--- src/rtl/trap_pkg.sv ---
package trap_pkg;

  localparam int STATE_W = 2;

  typedef enum logic [STATE_W-1:0] {
    TS_IBE   = 2'd0,
    TS_STACK = 2'd1,
    TS_INIT  = 2'd2,
    TS_IDLE  = 2'd3
  } trapState_t;

  typedef struct packed {
    logic clearOk;
    logic takeIbe;
    logic takeStack;
    logic takeParity;
    logic takeInit;
  } trapStrobe_t;

endpackage

--- src/rtl/trap_ctrl.sv ---
module trap_ctrl
  import trap_pkg::*;
(
  input  logic        clk,
  input  logic        rst,
  input  logic        initIn,
  input  logic        parityIn,
  input  logic        stackIn,
  input  logic        ibeIn,
  input  logic        clearIn,
  input  logic        phase1,
  input  trapState_t  curState,
  output trapStrobe_t strobe
);

  logic inhibitQ;
  logic clearBlocked;

  // Inhibit flag: held while init is requested, dropped after the first
  // phase-one cycle without init.
  always_ff @(posedge clk) begin
    if (rst)
      inhibitQ <= 1'b0;
    else if (initIn)
      inhibitQ <= 1'b1;
    else if (phase1)
      inhibitQ <= 1'b0;
  end

  always_comb begin
    clearBlocked      = (curState == TS_INIT) && (inhibitQ || !phase1);
    strobe.clearOk    = clearIn && !clearBlocked;
    strobe.takeIbe    = ibeIn && (curState == TS_IDLE);
    strobe.takeStack  = stackIn && ((curState == TS_IDLE) || (curState == TS_IBE));
    strobe.takeParity = parityIn && (curState != TS_INIT);
    strobe.takeInit   = initIn;
  end


  inhibit_hold_chk: assert property (@(posedge clk) disable iff (rst)
    (curState == TS_INIT && inhibitQ && !initIn) |=> (curState == TS_INIT));


  stack_keep_chk: assert property (@(posedge clk) disable iff (rst)
    (curState == TS_STACK && !initIn && !parityIn && !clearIn) |=> (curState == TS_STACK));

endmodule

--- src/rtl/trap_state.sv ---
module trap_state
  import trap_pkg::*;
(
  input  logic        clk,
  input  logic        rst,
  input  trapStrobe_t strobe,
  input  logic        parityIn,
  input  logic        phase1,
  output trapState_t  curState,
  output trapState_t  nextState,
  output logic        trapReq,
  output logic        forceBank0
);

  trapState_t stateQ;

  // Priority: later assignments win (init > parity > stack > ibe > clear).
  always_comb begin
    nextState = stateQ;
    if (strobe.clearOk)    nextState = TS_IDLE;
    if (strobe.takeIbe)    nextState = TS_IBE;
    if (strobe.takeStack)  nextState = TS_STACK;
    if (strobe.takeParity) nextState = TS_IDLE;
    if (strobe.takeInit)   nextState = TS_INIT;
  end

  always_ff @(posedge clk) begin
    if (rst) stateQ <= TS_IDLE;
    else     stateQ <= nextState;
  end

  assign curState   = stateQ;
  assign trapReq    = phase1 && ((nextState != TS_IDLE) || parityIn);
  assign forceBank0 = strobe.takeInit || (trapReq && parityIn);


  init_wins_chk: assert property (@(posedge clk) disable iff (rst)
    strobe.takeInit |=> (stateQ == TS_INIT));


  trap_phase_chk: assert property (@(posedge clk) disable iff (rst)
    trapReq |-> phase1);


  bank_parity_chk: assert property (@(posedge clk) disable iff (rst)
    (forceBank0 && !strobe.takeInit) |-> (parityIn && phase1));

endmodule

--- src/rtl/trap_arbiter.sv ---
module trap_arbiter
  import trap_pkg::*;
(
  input  logic       clk,
  input  logic       rst,
  input  logic       initReq,
  input  logic       parityLevel,
  input  logic       stackPulse,
  input  logic       ibEmptyPulse,
  input  logic       clearCmd,
  input  logic       phaseOne,
  output logic [1:0] nextState,
  output logic [1:0] trapType,
  output logic       trapReq,
  output logic       parityLedN,
  output logic       forceBankZero
);

  trapStrobe_t strobe;
  trapState_t  curState;
  trapState_t  nextSt;

  trap_ctrl ctrl_i (
    .clk      (clk),
    .rst      (rst),
    .initIn   (initReq),
    .parityIn (parityLevel),
    .stackIn  (stackPulse),
    .ibeIn    (ibEmptyPulse),
    .clearIn  (clearCmd),
    .phase1   (phaseOne),
    .curState (curState),
    .strobe   (strobe)
  );

  trap_state state_i (
    .clk        (clk),
    .rst        (rst),
    .strobe     (strobe),
    .parityIn   (parityLevel),
    .phase1     (phaseOne),
    .curState   (curState),
    .nextState  (nextSt),
    .trapReq    (trapReq),
    .forceBank0 (forceBankZero)
  );

  assign nextState  = nextSt;
  assign trapType   = curState;
  assign parityLedN = ~parityLevel;

endmodule

--- config.mk ---
export PLATFORM = sky130hd
export DESIGN_NAME = trap_arbiter
export DESIGN_NICKNAME = d
export VERILOG_FILES = /design/src/rtl/trap_pkg.sv /design/src/rtl/trap_ctrl.sv /design/src/rtl/trap_state.sv /design/src/rtl/trap_arbiter.sv
export SDC_FILE = /design/constraint.sdc
export NUM_CORES = 1
export LEC_CHECK = 0
export ABC_CLOCK_PERIOD_IN_PS = 1950
export BUFFER_PORTS_ARGS = -buffer_cell sky130_fd_sc_hd__buf_2
export CAP_MARGIN = 10
export CELL_PAD_IN_SITES_DETAIL_PLACEMENT = 1
export CELL_PAD_IN_SITES_GLOBAL_PLACEMENT = 1
export CORE_AREA = 2 2 39 41
export CTS_CLUSTER_SIZE = 25
export DETAILED_ROUTE_END_ITERATION = 8
export DIE_AREA = 0 0 41 43
export GPL_TIMING_DRIVEN = 1
export PLACE_DENSITY_LB_ADDON = 0.05
export SYNTH_ARGS = -nofsm -noshare
export SYNTH_HDL_FRONTEND = slang
export SYNTH_SLANG_ARGS = --single-unit
--- constraint.sdc ---
create_clock -name clk -period 1.95 [get_ports clk]
set_clock_uncertainty 0.1 [all_clocks]
set_input_delay 0.0975 -clock clk [delete_from_list [all_inputs] [get_ports clk]]
set_output_delay 0.0975 -clock clk [all_outputs]
set_load 0.005 [all_outputs]
==> flow_metrics.py, run 1 <==
metrics = {
    "pwr": {
        "p_leak_nw": 0.175,
        "p_sw_share_pct": 27.4,
        "p_int_uw": 174,
        "netSwitchingPower_uw": 65.4,
        "p_per_area_mw_per_mm2": 673,
        "sequentialPowerShare_pct": 29.8,
        "ir_drop_v": 0.000248,
        "combinationalPowerShare_pct": 25.3,
        "p_clk_share_pct": 44.9,
    },
    "placement": {
        "placedInstanceArea_um2": 318,
        "place_congestion": 0.647,
        "portBuffers": 14,
        "dp_hpwl_um": 539,
    },
    "sta": {
        "hold_ws_ns": 0.0462,
        "rsz0062_at_grt": "no",
        "finalSetupViolCount": 0,
        "finalSetupTns_ns": 0,
        "fin_crit_sh_pct": 87.9,
        "slew_violations": 0,
        "max_freq_ghz": 0.584,
        "relSlewSlack_pct": 83.3,
        "period_minus_slack_ns": 1.71,
        "worst_pin_slew_ns": 0.251,
        "hold_violations": 0,
    },
    "synthesis": {
        "synth_edf_count": 0,
        "syn_inst": 28,
        "synth.top_cells.by_area": "dfxtp_1, ha_1, a21oi_1",
        "synth_area_per_cell_um2": 8.13,
        "async_flop_share_pct": 0,
        "yosysWarningCount": 0,
        "synth_ff_type": "dfxtp_1",
        "synth_area_um2": 228,
        "synth.distinct_cells": 16,
        "synth-seq-cells": 3,
        "yosysTopAreaCellShare_pct": 26.4,
        "syn_nets": 38,
        "yosysTopAreaCell": "dfxtp_1",
        "ys_seq_area_share_pct": 26.4,
        "synthTopCellsByCount": "a21oi_1, dfxtp_1, inv_1, nand2_1",
    },
    "global_routing": {
        "grt_max_degree": 6,
        "grt_use_total_pct": 9.02,
        "antenna_found_initial": 0,
        "grt_pass1_vias": 268,
        "grt_pass1_wl_mm": 1.01,
        "grt_remaining_overflow": 0,
    },
    "clock_network": {
        "numCtsBuffers": 3,
        "cts-root-buf": "clkbuf_4",
        "clk_path_buf_depth": 2,
        "clock_sinks": 3,
        "insertion_delay_ns": 0.23,
        "post_cts_buffers": 0,
        "cts_tree": "yes",
        "clkTransAtPathRegs_ns": 0.04,
        "htreeDepth": 1,
    },
    "detailed_routing": {
        "viasPerCell": 4.14,
        "drtAntennaViolNets": 0,
        "drc": 0,
        "wl_per_cell_um": 10.1,
        "via_count": 261,
        "routed_wl_um": 634,
        "dr.pass1.iters": 2,
        "first_iter_violations": 2,
    },
    "outcome": {
        "status": "completed",
    },
    "final_layout": {
        "areaGrowthSynthToFinish_pct": 56.0,
        "final_area_um2": 355,
        "layout-drive-gt1-share_pct": 48.9,
        "nets": 58,
        "diodes": 0,
    },
    "critical_path": {
        "crit_type": "reg2out",
        "critPathRequiredTime_ns": 1.75,
        "end_kind": "primary output",
        "critPathLaunchType": "flop",
        "cp_data_arrival_time_ns": 1.52,
        "cp_max_fo": 5,
    },
    "job": {
        "cap_violations": 0,
    },
    "floorplan": {
        "rows": 14,
        "fp.dieW_um": 41,
        "die_y_um": 43,
        "core_mm2": 0.00138,
        "die-area_mm2": 0.00176,
        "initial_core_util_pct": 16.5,
        "ios": 15,
    },
    "hold_path": {
        "worst_hold_path_type": "in2reg",
    },
}
-- layout make-up --
| type | count | area (µm²) |
|---|---|---|
| multi-input cells | 22 | 156 |
| fillers | 182 | 1030 |
| inverters | 3 | 11.3 |
| flip-flops and latches | 3 | 61.3 |
| well taps | 16 | 20.0 |
| clock buffers | 4 | 26.3 |
| repair buffers | 15 | 80.1 |
-- cells in the final DEF (no fill, tap or decap) --
cell type      instances
buf_2                 14
inv_1                  3
a21oi_1                3
nand2_1                3
clkbuf_4               3
nand2b_1               2
nor2_1                 2
or2_1                  2
ha_1                   2
dfxtp_1                2
nor2b_1                1
nor2b_4                1
o221ai_2               1
a21oi_2                1
o22ai_1                1
o21ai_2                1
nor3_1                 1
a21o_2                 1
clkbuf_1               1
dlygate4sd3_1          1
dfxtp_2                1
-- logic make-up (layout without fill, tap and decap cells) --
group,Yosys count,in the layout,synth area share [%]
adders and majority gates,2,2,11.0
buffers and inverters,3,22,4.94
DFF,3,3,26.4
AOI/OAI and AO/OA,8,8,27.5
and+or+nand+nor,12,12,30.2
-- power by group through the flow --
| stage | sequential, mW | combinational (mW) | clock, mW |
|---|---|---|---|
| detailed placement | 0.0722 | 0.0601 | 0 |
| CTS | 0.0713 | 0.0618 | 0.113 |
| finish | 0.0713 | 0.0604 | 0.107 |
| global placement | 0.0717 | 0.0589 | 0 |
| global route | 0.0724 | 0.0671 | 0.119 |
| floorplan | 0.0714 | 0.0335 | 0 |
-- registers in the layout, summed over array words and instances (netlist names) --
signal	flops
state_i.curState	2
ctrl_i.inhibitQ	1
-- what timing repair did --
action | in CTS | in global routing
hold buffers | 1 | 0
endpoints found under the setup margin | 0 | 1
resized for setup | 0 | 1
hold endpoints to repair | 3 | 0
-- layer usage --
| metal | global-route usage [%] | vias up | wire (µm) |
|---|---|---|---|
| met4 | 10.0 | 0 | 0 |
| li1 | - | 131 | - |
| met2 | 14.1 | 5 | 383 |
| met3 | 1.57 | 0 | 23 |
| met5 | 0 | - | 0 |
| met1 | 8.63 | 125 | 227 |
-- critical path, stage by stage, from the launching register on --
cell and delay (ns):
dfxtp_2 0.36, inv_1 0.06, ha_1 0.23, nor2b_1 0.17, a21oi_1 0.07, a21oi_2 0.19, a21oi_1 0.08, buf_2 0.13
-- final timing paths --
| kind | from | to | slack [ns] | depth (start not counted) |
|---|---|---|---|---|
| worst max-delay path | state_i.curState[0] | trapReq | 0.24 | 7 |
| worst min-delay path | initReq | ctrl_i.inhibitQ | 0.05 | 3 |
| worst max register to register | state_i.curState[0] | state_i.curState[0] | 0.52 | 5 |
| worst min register to register | ctrl_i.inhibitQ | ctrl_i.inhibitQ | 0.45 | 2 |
-- stage by stage --
step | std cells | util [%] | power (mW) | worst slack, ns
6_report | 63 | 25.7 | 0.239 | 0.236
4_1_cts | 63 | 25.6 | 0.247 | 0.128
5_1_grt | 63 | 25.7 | 0.258 | 0.0822
3_5_place_dp | 58 | 23.0 | 0.132 | 0.396
2_1_floorplan | 28 | - | 0.105 | 0.548
3_3_place_gp | 58 | 23.0 | 0.131 | 0.460
Power figures use the tool's default switching activity.
==> run 2: changes to the inputs <==
- RECOVER_POWER: unset -> 25
==> run 2 against run 1 <==
Compared with the run above:
- cell count did not move
- worst setup slack barely moved
- count of clock-buffer cells in the layout did not move
- die area did not move
- sequential power barely moved
- largest cell class unchanged
- highest routed layer unchanged
==> flow_metrics.py, run 2 (synthesis gave the netlist of run 1 again) <==
metrics = {
    "critical_path": {
        "cp_max_fo": 5,
        "critPathLaunchType": "flop",
        "cp_data_arrival_time_ns": 1.52,
        "critPathRequiredTime_ns": 1.75,
        "end_kind": "primary output",
        "crit_type": "reg2out",
    },
    "global_routing": {
        "grt_remaining_overflow": 0,
        "grt_pass1_vias": 268,
        "grt_use_total_pct": 9.02,
        "grt_pass1_wl_mm": 1.01,
        "grt_max_degree": 6,
        "antenna_found_initial": 0,
    },
    "final_layout": {
        "nets": 58,
        "fin_cells": 63,
        "layout_common_cells": "buf_2, inv_1, a21oi_1, nand2_1, clkbuf_4",
        "mostFrequentLayoutCell": "buf_2",
        "final_area_um2": 354,
        "areaGrowthSynthToFinish_pct": 55.5,
        "regArea_um2": 61.3,
        "n_fill_cell": 183,
        "largest_reg_flops": 2,
        "diodes": 0,
        "layout-drive-gt1-share_pct": 46.8,
        "multi_input_area_um2": 156,
    },
    "pwr": {
        "p_int_uw": 173,
        "combinationalPowerShare_pct": 25.2,
        "p_leak_nw": 0.172,
        "sequentialPowerShare_pct": 29.9,
        "netSwitchingPower_uw": 65.5,
        "p_per_area_mw_per_mm2": 675,
        "p_sw_share_pct": 27.4,
        "finalPower_uw": 239,
        "ir_drop_v": 0.000248,
        "p_clk_share_pct": 45.0,
    },
    "floorplan": {
        "core_mm2": 0.00138,
        "ios": 15,
        "die-area_mm2": 0.00176,
        "initial_core_util_pct": 16.5,
        "die_y_um": 43,
        "rows": 14,
        "fp.dieW_um": 41,
    },
    "outcome": {
        "status": "completed",
    },
    "clock_network": {
        "htreeDepth": 1,
        "clock_sinks": 3,
        "numCtsBuffers": 3,
        "clkTransAtPathRegs_ns": 0.04,
        "cts_tree": "yes",
        "clk_path_buf_depth": 2,
        "insertion_delay_ns": 0.23,
        "cts-root-buf": "clkbuf_4",
    },
    "sta": {
        "fin_crit_sh_pct": 87.9,
        "finalSetupViolCount": 0,
        "relSlewSlack_pct": 83.1,
        "max_freq_ghz": 0.584,
        "hold_ws_ns": 0.0443,
        "slew_violations": 0,
        "hold_violations": 0,
        "rsz0062_at_grt": "no",
        "finalSetupTns_ns": 0,
        "worst_pin_slew_ns": 0.253,
        "period_minus_slack_ns": 1.71,
    },
    "detailed_routing": {
        "dr.pass1.iters": 2,
        "via_count": 262,
        "drc": 0,
        "drtAntennaViolNets": 0,
        "wl_per_cell_um": 10.1,
        "routed_wl_um": 635,
        "first_iter_violations": 2,
        "viasPerCell": 4.16,
    },
    "placement": {
        "place_congestion": 0.647,
        "dp.cells": 58,
        "placedInstanceArea_um2": 318,
        "portBuffers": 14,
        "dp_hpwl_um": 539,
    },
    "job": {
        "cap_violations": 0,
    },
    "hold_path": {
        "worst_hold_path_type": "in2reg",
    },
}
==> run 2: cell types whose count changed in the layout (fill, tap and decap cells not counted), sizes merged <==
cell,previous run,this run
buf,14,13
clkbuf,4,5
==> run 2: path summary, 6_finish.rpt <==
| path | slack [ns] | from | cells past startpoint | to |
|---|---|---|---|---|
| worst max register to register | 0.52 | state_i.curState[0] | 5 | state_i.curState[0] |
| worst min register to register | 0.45 | ctrl_i.inhibitQ | 2 | ctrl_i.inhibitQ |
| worst min-delay path | 0.04 | initReq | 3 | ctrl_i.inhibitQ |
| worst max-delay path | 0.24 | state_i.curState[0] | 7 | trapReq |
==> run 2: timing repair <==
action                                 in CTS  in global routing
setup endpoints to repair                   0                  1
endpoints found under the hold margin       3                  0
resized for setup                           0                  1
hold buffers                                1                  0
setup buffers                               0                  0
==> run 2: area by class of cell <==
type                    instances  share of cell area [%]
clock buffers                   4                    7.42
flip-flops and latches          3                    17.3
repair buffers                 15                    22.3
well taps                      16                    5.65
inverters                       3                    3.18
multi-input cells              22                    44.2
==> run 2: metrics by stage <==
stage | util, % | worst slack, ns
detailed placement | 23.0 | 0.396
floorplan | - | 0.548
finish | 25.6 | 0.237
CTS | 25.6 | 0.128
global placement | 23.0 | 0.460
global route | 25.6 | 0.0821
==> run 2: metal layers <==
| layer | global-route usage, % | share of wire [%] |
|---|---|---|
| met1 | 8.63 | 36 |
| met4 | 10.0 | 0 |
| met2 | 14.1 | 60 |
| met5 | 0 | 0 |
| met3 | 1.57 | 3.6 |
==> run 2: worst max-delay path, cell delays in order, from the launching register on <==
cell,delay (ns)
dfxtp_2,0.36
inv_1,0.06
ha_1,0.23
nor2b_1,0.17
a21oi_1,0.07
a21oi_2,0.19
a21oi_1,0.08
buf_2,0.13
==> run 2: power groups by stage <==
stage / sequential [mW] / combinational [mW] / clock, mW
after global placement: 0.0717 / 0.0589 / 0
after detailed placement: 0.0722 / 0.0601 / 0
after global routing: 0.0724 / 0.0668 / 0.119
after CTS: 0.0713 / 0.0618 / 0.113
after floorplan: 0.0714 / 0.0335 / 0
final: 0.0713 / 0.0601 / 0.107
